[config.mk]
export PLATFORM = sky130hd
export DESIGN_NAME = bank_regfile
export DESIGN_NICKNAME = d
export VERILOG_FILES = /design/src/rtl/bank_rf_pkg.sv /design/src/rtl/ctrl_words.sv /design/src/rtl/gpr_banked.sv /design/src/rtl/fpr_banked.sv /design/src/rtl/bank_regfile.sv
export SDC_FILE = /design/constraint.sdc
export NUM_CORES = 2
export LEC_CHECK = 0
export ABC_CLOCK_PERIOD_IN_PS = 2400
export BUFFER_PORTS_ARGS = -buffer_cell sky130_fd_sc_hd__buf_4
export CORE_ASPECT_RATIO = 1.25
export CORE_MARGIN = 4
export CORE_UTILIZATION = 30
export DETAILED_ROUTE_END_ITERATION = 10
export GPL_TIMING_DRIVEN = 0
export PLACE_DENSITY_LB_ADDON = 0.08
export SLEW_MARGIN = 40
export SYNTH_ARGS = -nofsm -noshare
export SYNTH_HDL_FRONTEND = slang
export SYNTH_HIERARCHICAL = 1
export SYNTH_SLANG_ARGS = --single-unit
[constraint.sdc]
create_clock -name clk_i -period 2.4 [get_ports clk_i]
set_input_delay 0.12 -clock clk_i [delete_from_list [all_inputs] [get_ports clk_i]]
set_output_delay 0.12 -clock clk_i [all_outputs]
set_load 0.03 [all_outputs]
[src/rtl/bank_rf_pkg.sv]
package bank_rf_pkg;
  localparam int unsigned XLEN      = 32;
  localparam int unsigned SR_MD_BIT = 30;
  localparam int unsigned SR_RB_BIT = 29;
  localparam int unsigned SR_T_BIT  = 0;
  localparam int unsigned SR_S_BIT  = 1;
  localparam int unsigned SR_Q_BIT  = 8;
  localparam int unsigned SR_M_BIT  = 9;
  localparam int unsigned FP_FR_BIT = 21;
  localparam logic [XLEN-1:0] SR_RST    = 32'h7000_00F0;
  localparam logic [XLEN-1:0] FPSCR_RST = 32'h0004_0001;

  typedef struct packed {
    logic m;
    logic q;
    logic s;
    logic t;
  } flags_t;
endpackage

[src/rtl/ctrl_words.sv]
module ctrl_words
  import bank_rf_pkg::*;
(
  input  logic            clk_i,
  input  logic            rst_ni,
  input  logic            sr_we_i,
  input  logic [XLEN-1:0] sr_wdata_i,
  input  logic            flag_we_i,
  input  flags_t          flag_i,
  input  logic            fpscr_we_i,
  input  logic [XLEN-1:0] fpscr_wdata_i,
  output logic [XLEN-1:0] sr_o,
  output logic [XLEN-1:0] fpscr_o,
  output logic            gsel_rd_o,
  output logic            gsel_wr_o,
  output logic            fsel_rd_o,
  output logic            fsel_wr_o
);
  logic [XLEN-1:0] sr_q, fpscr_q, sr_nx, fpscr_nx;
  flags_t flg_q;

  assign sr_nx    = sr_we_i ? sr_wdata_i : sr_q;
  assign fpscr_nx = fpscr_we_i ? fpscr_wdata_i : fpscr_q;

  assign gsel_rd_o = sr_q[SR_MD_BIT] & sr_q[SR_RB_BIT];
  assign gsel_wr_o = sr_nx[SR_MD_BIT] & sr_nx[SR_RB_BIT];
  assign fsel_rd_o = fpscr_q[FP_FR_BIT];
  assign fsel_wr_o = fpscr_nx[FP_FR_BIT];

  always_ff @(posedge clk_i or negedge rst_ni) begin
    if (!rst_ni) begin
      sr_q    <= SR_RST;
      fpscr_q <= FPSCR_RST;
      flg_q   <= '{m: SR_RST[SR_M_BIT], q: SR_RST[SR_Q_BIT],
                   s: SR_RST[SR_S_BIT], t: SR_RST[SR_T_BIT]};
    end else begin
      sr_q    <= sr_nx;
      fpscr_q <= fpscr_nx;
      // full word write has priority over the flag port
      if (sr_we_i)
        flg_q <= '{m: sr_wdata_i[SR_M_BIT], q: sr_wdata_i[SR_Q_BIT],
                   s: sr_wdata_i[SR_S_BIT], t: sr_wdata_i[SR_T_BIT]};
      else if (flag_we_i)
        flg_q <= flag_i;
    end
  end

  always_comb begin
    sr_o           = sr_q;
    sr_o[SR_T_BIT] = flg_q.t;
    sr_o[SR_S_BIT] = flg_q.s;
    sr_o[SR_Q_BIT] = flg_q.q;
    sr_o[SR_M_BIT] = flg_q.m;
  end

  assign fpscr_o = fpscr_q;
endmodule

[src/rtl/gpr_banked.sv]
module gpr_banked #(
  parameter int unsigned XLEN       = 32,
  parameter int unsigned NUM_REGS   = 16,
  parameter int unsigned NUM_BANKED = 8
) (
  input  logic                        clk_i,
  input  logic                        rst_ni,
  input  logic                        sel_rd_i,
  input  logic                        sel_wr_i,
  input  logic                        we_i,
  input  logic [$clog2(NUM_REGS)-1:0] waddr_i,
  input  logic [XLEN-1:0]             wdata_i,
  input  logic [$clog2(NUM_REGS)-1:0] raddr_i,
  output logic [XLEN-1:0]             rdata_o
);
  localparam int unsigned AW         = $clog2(NUM_REGS);
  localparam int unsigned NUM_SHARED = NUM_REGS - NUM_BANKED;
  localparam int unsigned BW         = (NUM_BANKED > 1) ? $clog2(NUM_BANKED) : 1;
  localparam int unsigned SW         = (NUM_SHARED > 1) ? $clog2(NUM_SHARED) : 1;

  logic [XLEN-1:0] bank_q   [2][NUM_BANKED];
  logic [XLEN-1:0] shared_q [NUM_SHARED];
  logic [AW-1:0]   woff, roff;
  logic            w_low, r_low;

  assign w_low = waddr_i < AW'(NUM_BANKED);
  assign r_low = raddr_i < AW'(NUM_BANKED);
  assign woff  = waddr_i - AW'(NUM_BANKED);
  assign roff  = raddr_i - AW'(NUM_BANKED);

  always_ff @(posedge clk_i or negedge rst_ni) begin
    if (!rst_ni) begin
      for (int b = 0; b < 2; b++)
        for (int i = 0; i < NUM_BANKED; i++) bank_q[b][i] <= '0;
      for (int i = 0; i < NUM_SHARED; i++) shared_q[i] <= '0;
    end else if (we_i) begin
      if (w_low) bank_q[sel_wr_i][waddr_i[BW-1:0]] <= wdata_i;
      else       shared_q[woff[SW-1:0]]            <= wdata_i;
    end
  end

  assign rdata_o = r_low ? bank_q[sel_rd_i][raddr_i[BW-1:0]] : shared_q[roff[SW-1:0]];
endmodule

[src/rtl/fpr_banked.sv]
module fpr_banked #(
  parameter int unsigned XLEN     = 32,
  parameter int unsigned NUM_REGS = 16
) (
  input  logic                        clk_i,
  input  logic                        rst_ni,
  input  logic                        sel_rd_i,
  input  logic                        sel_wr_i,
  input  logic                        we_i,
  input  logic [$clog2(NUM_REGS)-1:0] waddr_i,
  input  logic [XLEN-1:0]             wdata_i,
  input  logic [$clog2(NUM_REGS)-1:0] raddr_i,
  output logic [XLEN-1:0]             rdata_o
);
  logic [XLEN-1:0] bank_q [2][NUM_REGS];

  always_ff @(posedge clk_i or negedge rst_ni) begin
    if (!rst_ni) begin
      for (int b = 0; b < 2; b++)
        for (int i = 0; i < NUM_REGS; i++) bank_q[b][i] <= '0;
    end else if (we_i) begin
      bank_q[sel_wr_i][waddr_i] <= wdata_i;
    end
  end

  assign rdata_o = bank_q[sel_rd_i][raddr_i];
endmodule

[src/rtl/bank_regfile.sv]
module bank_regfile
  import bank_rf_pkg::*;
(
  input  logic        clk_i,
  input  logic        rst_ni,
  input  logic        gpr_we_i,
  input  logic [3:0]  gpr_waddr_i,
  input  logic [31:0] gpr_wdata_i,
  input  logic [3:0]  gpr_raddr_i,
  output logic [31:0] gpr_rdata_o,
  input  logic        fpr_we_i,
  input  logic [3:0]  fpr_waddr_i,
  input  logic [31:0] fpr_wdata_i,
  input  logic [3:0]  fpr_raddr_i,
  output logic [31:0] fpr_rdata_o,
  input  logic        sr_we_i,
  input  logic [31:0] sr_wdata_i,
  input  logic        flag_we_i,
  input  logic [3:0]  flag_i,
  output logic [31:0] sr_o,
  input  logic        fpscr_we_i,
  input  logic [31:0] fpscr_wdata_i,
  output logic [31:0] fpscr_o
);
  logic gsel_rd, gsel_wr, fsel_rd, fsel_wr;

  ctrl_words u_ctrl (
    .clk_i, .rst_ni,
    .sr_we_i, .sr_wdata_i,
    .flag_we_i, .flag_i(flags_t'(flag_i)),
    .fpscr_we_i, .fpscr_wdata_i,
    .sr_o, .fpscr_o,
    .gsel_rd_o(gsel_rd), .gsel_wr_o(gsel_wr),
    .fsel_rd_o(fsel_rd), .fsel_wr_o(fsel_wr)
  );

  gpr_banked #(.XLEN(XLEN), .NUM_REGS(16), .NUM_BANKED(8)) u_gpr (
    .clk_i, .rst_ni,
    .sel_rd_i(gsel_rd), .sel_wr_i(gsel_wr),
    .we_i(gpr_we_i), .waddr_i(gpr_waddr_i), .wdata_i(gpr_wdata_i),
    .raddr_i(gpr_raddr_i), .rdata_o(gpr_rdata_o)
  );

  fpr_banked #(.XLEN(XLEN), .NUM_REGS(16)) u_fpr (
    .clk_i, .rst_ni,
    .sel_rd_i(fsel_rd), .sel_wr_i(fsel_wr),
    .we_i(fpr_we_i), .waddr_i(fpr_waddr_i), .wdata_i(fpr_wdata_i),
    .raddr_i(fpr_raddr_i), .rdata_o(fpr_rdata_o)
  );
endmodule

==> impl_metrics.yaml <==
status:
  outcome: "finished with violations"
  violations: "negative setup slack"
clocking:
  cts_tree: "yes"
  cts_root_buf: "clkbuf_16"
  clockBufferDepth: 4
  htree_num_levels: 4
  clock_latency_ns: 0.89
  clk_pin_slew_ns: 0.06
  clock-sinks: 1856
  numCtsBuffers: 221
layout:
  design_area_sq_um: 109000
  drive_gt1_frac: 0.455
  multi_input_area_sq_um: 38000
  fillers: 26600
  nNetsFinal: 7173
  area_growth_pct: 28.9
  fin_util: 0.389
  layoutNonFillerInstCount: 10900
  regArea_sq_um: 46500
floorplan:
  start_util: 0.302
  ioPinCount: 283
  rows: 217
  core_sq_um: 280000
  dieWidth_um: 483
  die_h_um: 602
  die_area_sq_um: 291000
hold_path:
  hold_start: "fpr_wdata_i[25]"
  hold_path.class: "in2reg"
drt:
  drt_iter0_drc: 2926
  vias: 54400
  firstDrtPassIters: 5
  antenna_left: 0
  drc: 0
  avgRoutedWirePerCell_um: 28.5
  drt_wl_total_um: 311000
  vias_per_cell: 4.99
sta:
  fin_crit_ns: 3.42
  max_slew_margin: 0.369
  setup_violations: 825
  holdWs_ns: 0.0770
  max_clock_freq_mhz: 293
  fin_crit_sh: 1.42
  finalMaxSlewViolations: 0
  rsz0062_at_grt: "true"
  setup_ws_ns: -1.02
  fin_setup_tns_ns: -129.24
  hold_viol: 0
  fin_skew_ns: 0.0441
  tightest_slew_ns: 0.946
power:
  p_leak_nw: 49.7
  total_power_mw: 93.4
  power_density_nw_per_um2: 856
  power_frac_seq: 0.442
  comb_power_share: 0.198
  power.internal_mw: 67.8
  power_switching_mw: 25.5
  peakVddDrop_mv: 0.535
  clkPwrFrac: 0.360
  swShare: 0.273
global_routing:
  grt_pass1_wl_um: 439000
  grt_max_degree: 108
  grt_pass1_vias: 59000
  antenna_found_initial: 18
  grt_util_all_layers: 0.207
  grt_overflow: 0
synth:
  postSynthAreaPerCell_sq_um: 14.0
  synth-seq-cells: 1856
  synth_cells: 6045
  yosysUniqueCellTypes: 46
  seq_area_frac_synth: 0.549
  synth-edff-count: 0
  yosysWarnings: 6
  yosys-top-cells-area: "dfrtp_1, mux2_2, mux2i_1"
  postSynth.asyncResetShare: 1.00
  yosysTopAreaCell: "dfrtp_1"
  syn_area_sq_um: 84700
  ys.flop_type: "dfrtp_1"
  syn_nets: 6200
  synth_top_area_share: 0.546
setup_path:
  startpoint: "u_ctrl/sr_q[29]$_DFF_PN1_"
  cp_data_required_time_ns: 2.28
  crit_chain: "nand2_4, clkinv_8, buf_16, buf_16, buf_16, mux2i_4, a22oi_2, and3_4, a211o_1, buf_6"
  timing.rr.start: "u_ctrl/sr_q[29]$_DFF_PN1_"
  reg2reg_slack_ns: -0.29
  rr_endpoint: "u_gpr/bank_q[40]$_DFFE_PN0P_"
  worst_path_most_repeated_cell: "buf_16"
  crit_path_max_incr_delay_ns: 0.55
  end_kind: "output port"
  crit_fanout: 10
  crit_slowest_cell: "dfstp_2"
  cp-start-kind: "flop"
  crit_type: "reg2out"
  crit_path_end: "gpr_rdata_o[5]"
  reg2regPathDepth: 12
  crit_arrival_ns: 3.30
placed_design:
  dp_hpwl_um: 216000
  placed_cells: 10100
  dpl_cell_area_sq_um: 92200
  place_ws_ns: -1.20
  place_congestion: 0.814
  io_buffer_count: 276
run:
  maxCapViolations: 0
-- kinds of logic after synthesis --
logic type | after synthesis | share of synthesized area
multiplexers | 2687 | 0.357
buffers and inverters | 567 | 0.0299
AND/OR/NAND/NOR | 456 | 0.0258
flip-flops | 1856 | 0.549
AO/OA/AOI/OAI | 479 | 0.0391
-- critical path: cells and delay by family (launching register included) --
| family | cells | cell delay (ns) |
|---|---|---|
| multiplexers | 1 | 0.27 |
| AO/OA/AOI/OAI | 2 | 0.44 |
| flip-flops | 1 | 0.55 |
| AND/OR/NAND/NOR | 2 | 0.30 |
| buffers and inverters | 5 | 0.77 |
-- registers in the layout, summed over array words and instances (netlist names) --
| name | cells |
|---|---|
| u_gpr/bank_q | 512 |
| u_gpr/shared_q | 256 |
| u_fpr/bank_q | 1024 |
| u_ctrl/fpscr_o | 32 |
| u_ctrl/sr_o | 4 |
| u_ctrl/sr_q | 28 |
-- how the worst min path moves through the flow --
stage,cells past startpoint,slack [ns],end
floorplan,0,-0.18,u_ctrl/fpscr_o[10]$_DFFE_PN0P_
global placement,3,0.33,u_ctrl/sr_o[1]$_DFFE_PN0P_
detailed placement,1,0.06,u_gpr/shared_q[70]$_DFFE_PN0P_
CTS,3,0.0004,u_fpr/bank_q[7]$_DFFE_PN0P_
global route,3,0.04,u_fpr/bank_q[25]$_DFFE_PN0P_
finish,3,0.08,u_fpr/bank_q[25]$_DFFE_PN0P_
-- cells in the mapped netlist, drive strengths merged (2+ instances only) --
cell and n:
nor2 55, nor2b 40, a211o 27, a22oi 130
nand2 159, nand3b 2, o22ai 28, o211ai 6
and3 29, a22o 64, or2 4, and2 2
a31oi 32, nor3 37, clkbuf 275, a211oi 55
nand4 3, nand3 105, and4bb 2, inv 2
mux2 1909, buf 290, mux2i 709, o21ai 6
or3 4, nand2b 10, dfstp 9, a21oi 127
dfrtp 1847, nor4 2, mux4 69
-- placed cells by master (no fill, tap or decap), types with 118 or more instances in the layout --
master,Yosys,routed
buf_6,9,144
dlygate4sd3_1,0,274
a21oi_1,127,118
mux2_4,12,123
nand2_1,159,141
clkbuf_1,273,247
mux2i_1,709,686
dfrtp_1,1847,1846
mux2_1,272,194
buf_2,219,127
clkbuf_16,0,272
mux2_2,1625,1592
buf_4,16,316
-- what timing repair did --
action | 4_1_cts | 5_1_grt
hold endpoints to repair | 1627 | 0
pin swaps | 142 | 73
hold buffers | 281 | 0
gates cloned | 13 | 19
buffers inserted | 89 | 60
setup endpoints to repair | 1260 | 1857
resized for setup | 648 | 585
-- per-layer routing --
metal  GRT usage  part of all wire  vias up  wire length, um
met4      0.0743             0.039       12            12100
met2       0.386              0.54      964           167000
met1       0.239              0.39    28900           122000
li1            -                 -    24000                -
met3      0.0294             0.030      515             9300
met5           0           0.00027        -               85
-- final cells by class --
type,instances,share of cell area
buffer,556,0.0412
antenna,8,0.000183
clock buffer,339,0.0610
tap,3723,0.0427
timing repair buffer,759,0.0762
clock inverter,50,0.00455
sequential,1856,0.426
inverter,2,0.000183
multi-input combinational,3622,0.348
-- power groups by stage --
stage	registers (mW)	clock network (mW)	logic (mW)
finish	41.2	33.6	18.5
floorplan	40.9	0	11.0
CTS	41.1	34.8	18.1
global placement	41.5	0	15.8
detailed placement	41.7	0	16.3
global route	42.0	36.0	20.0
Note: power is estimated with default switching activity, not from simulation.
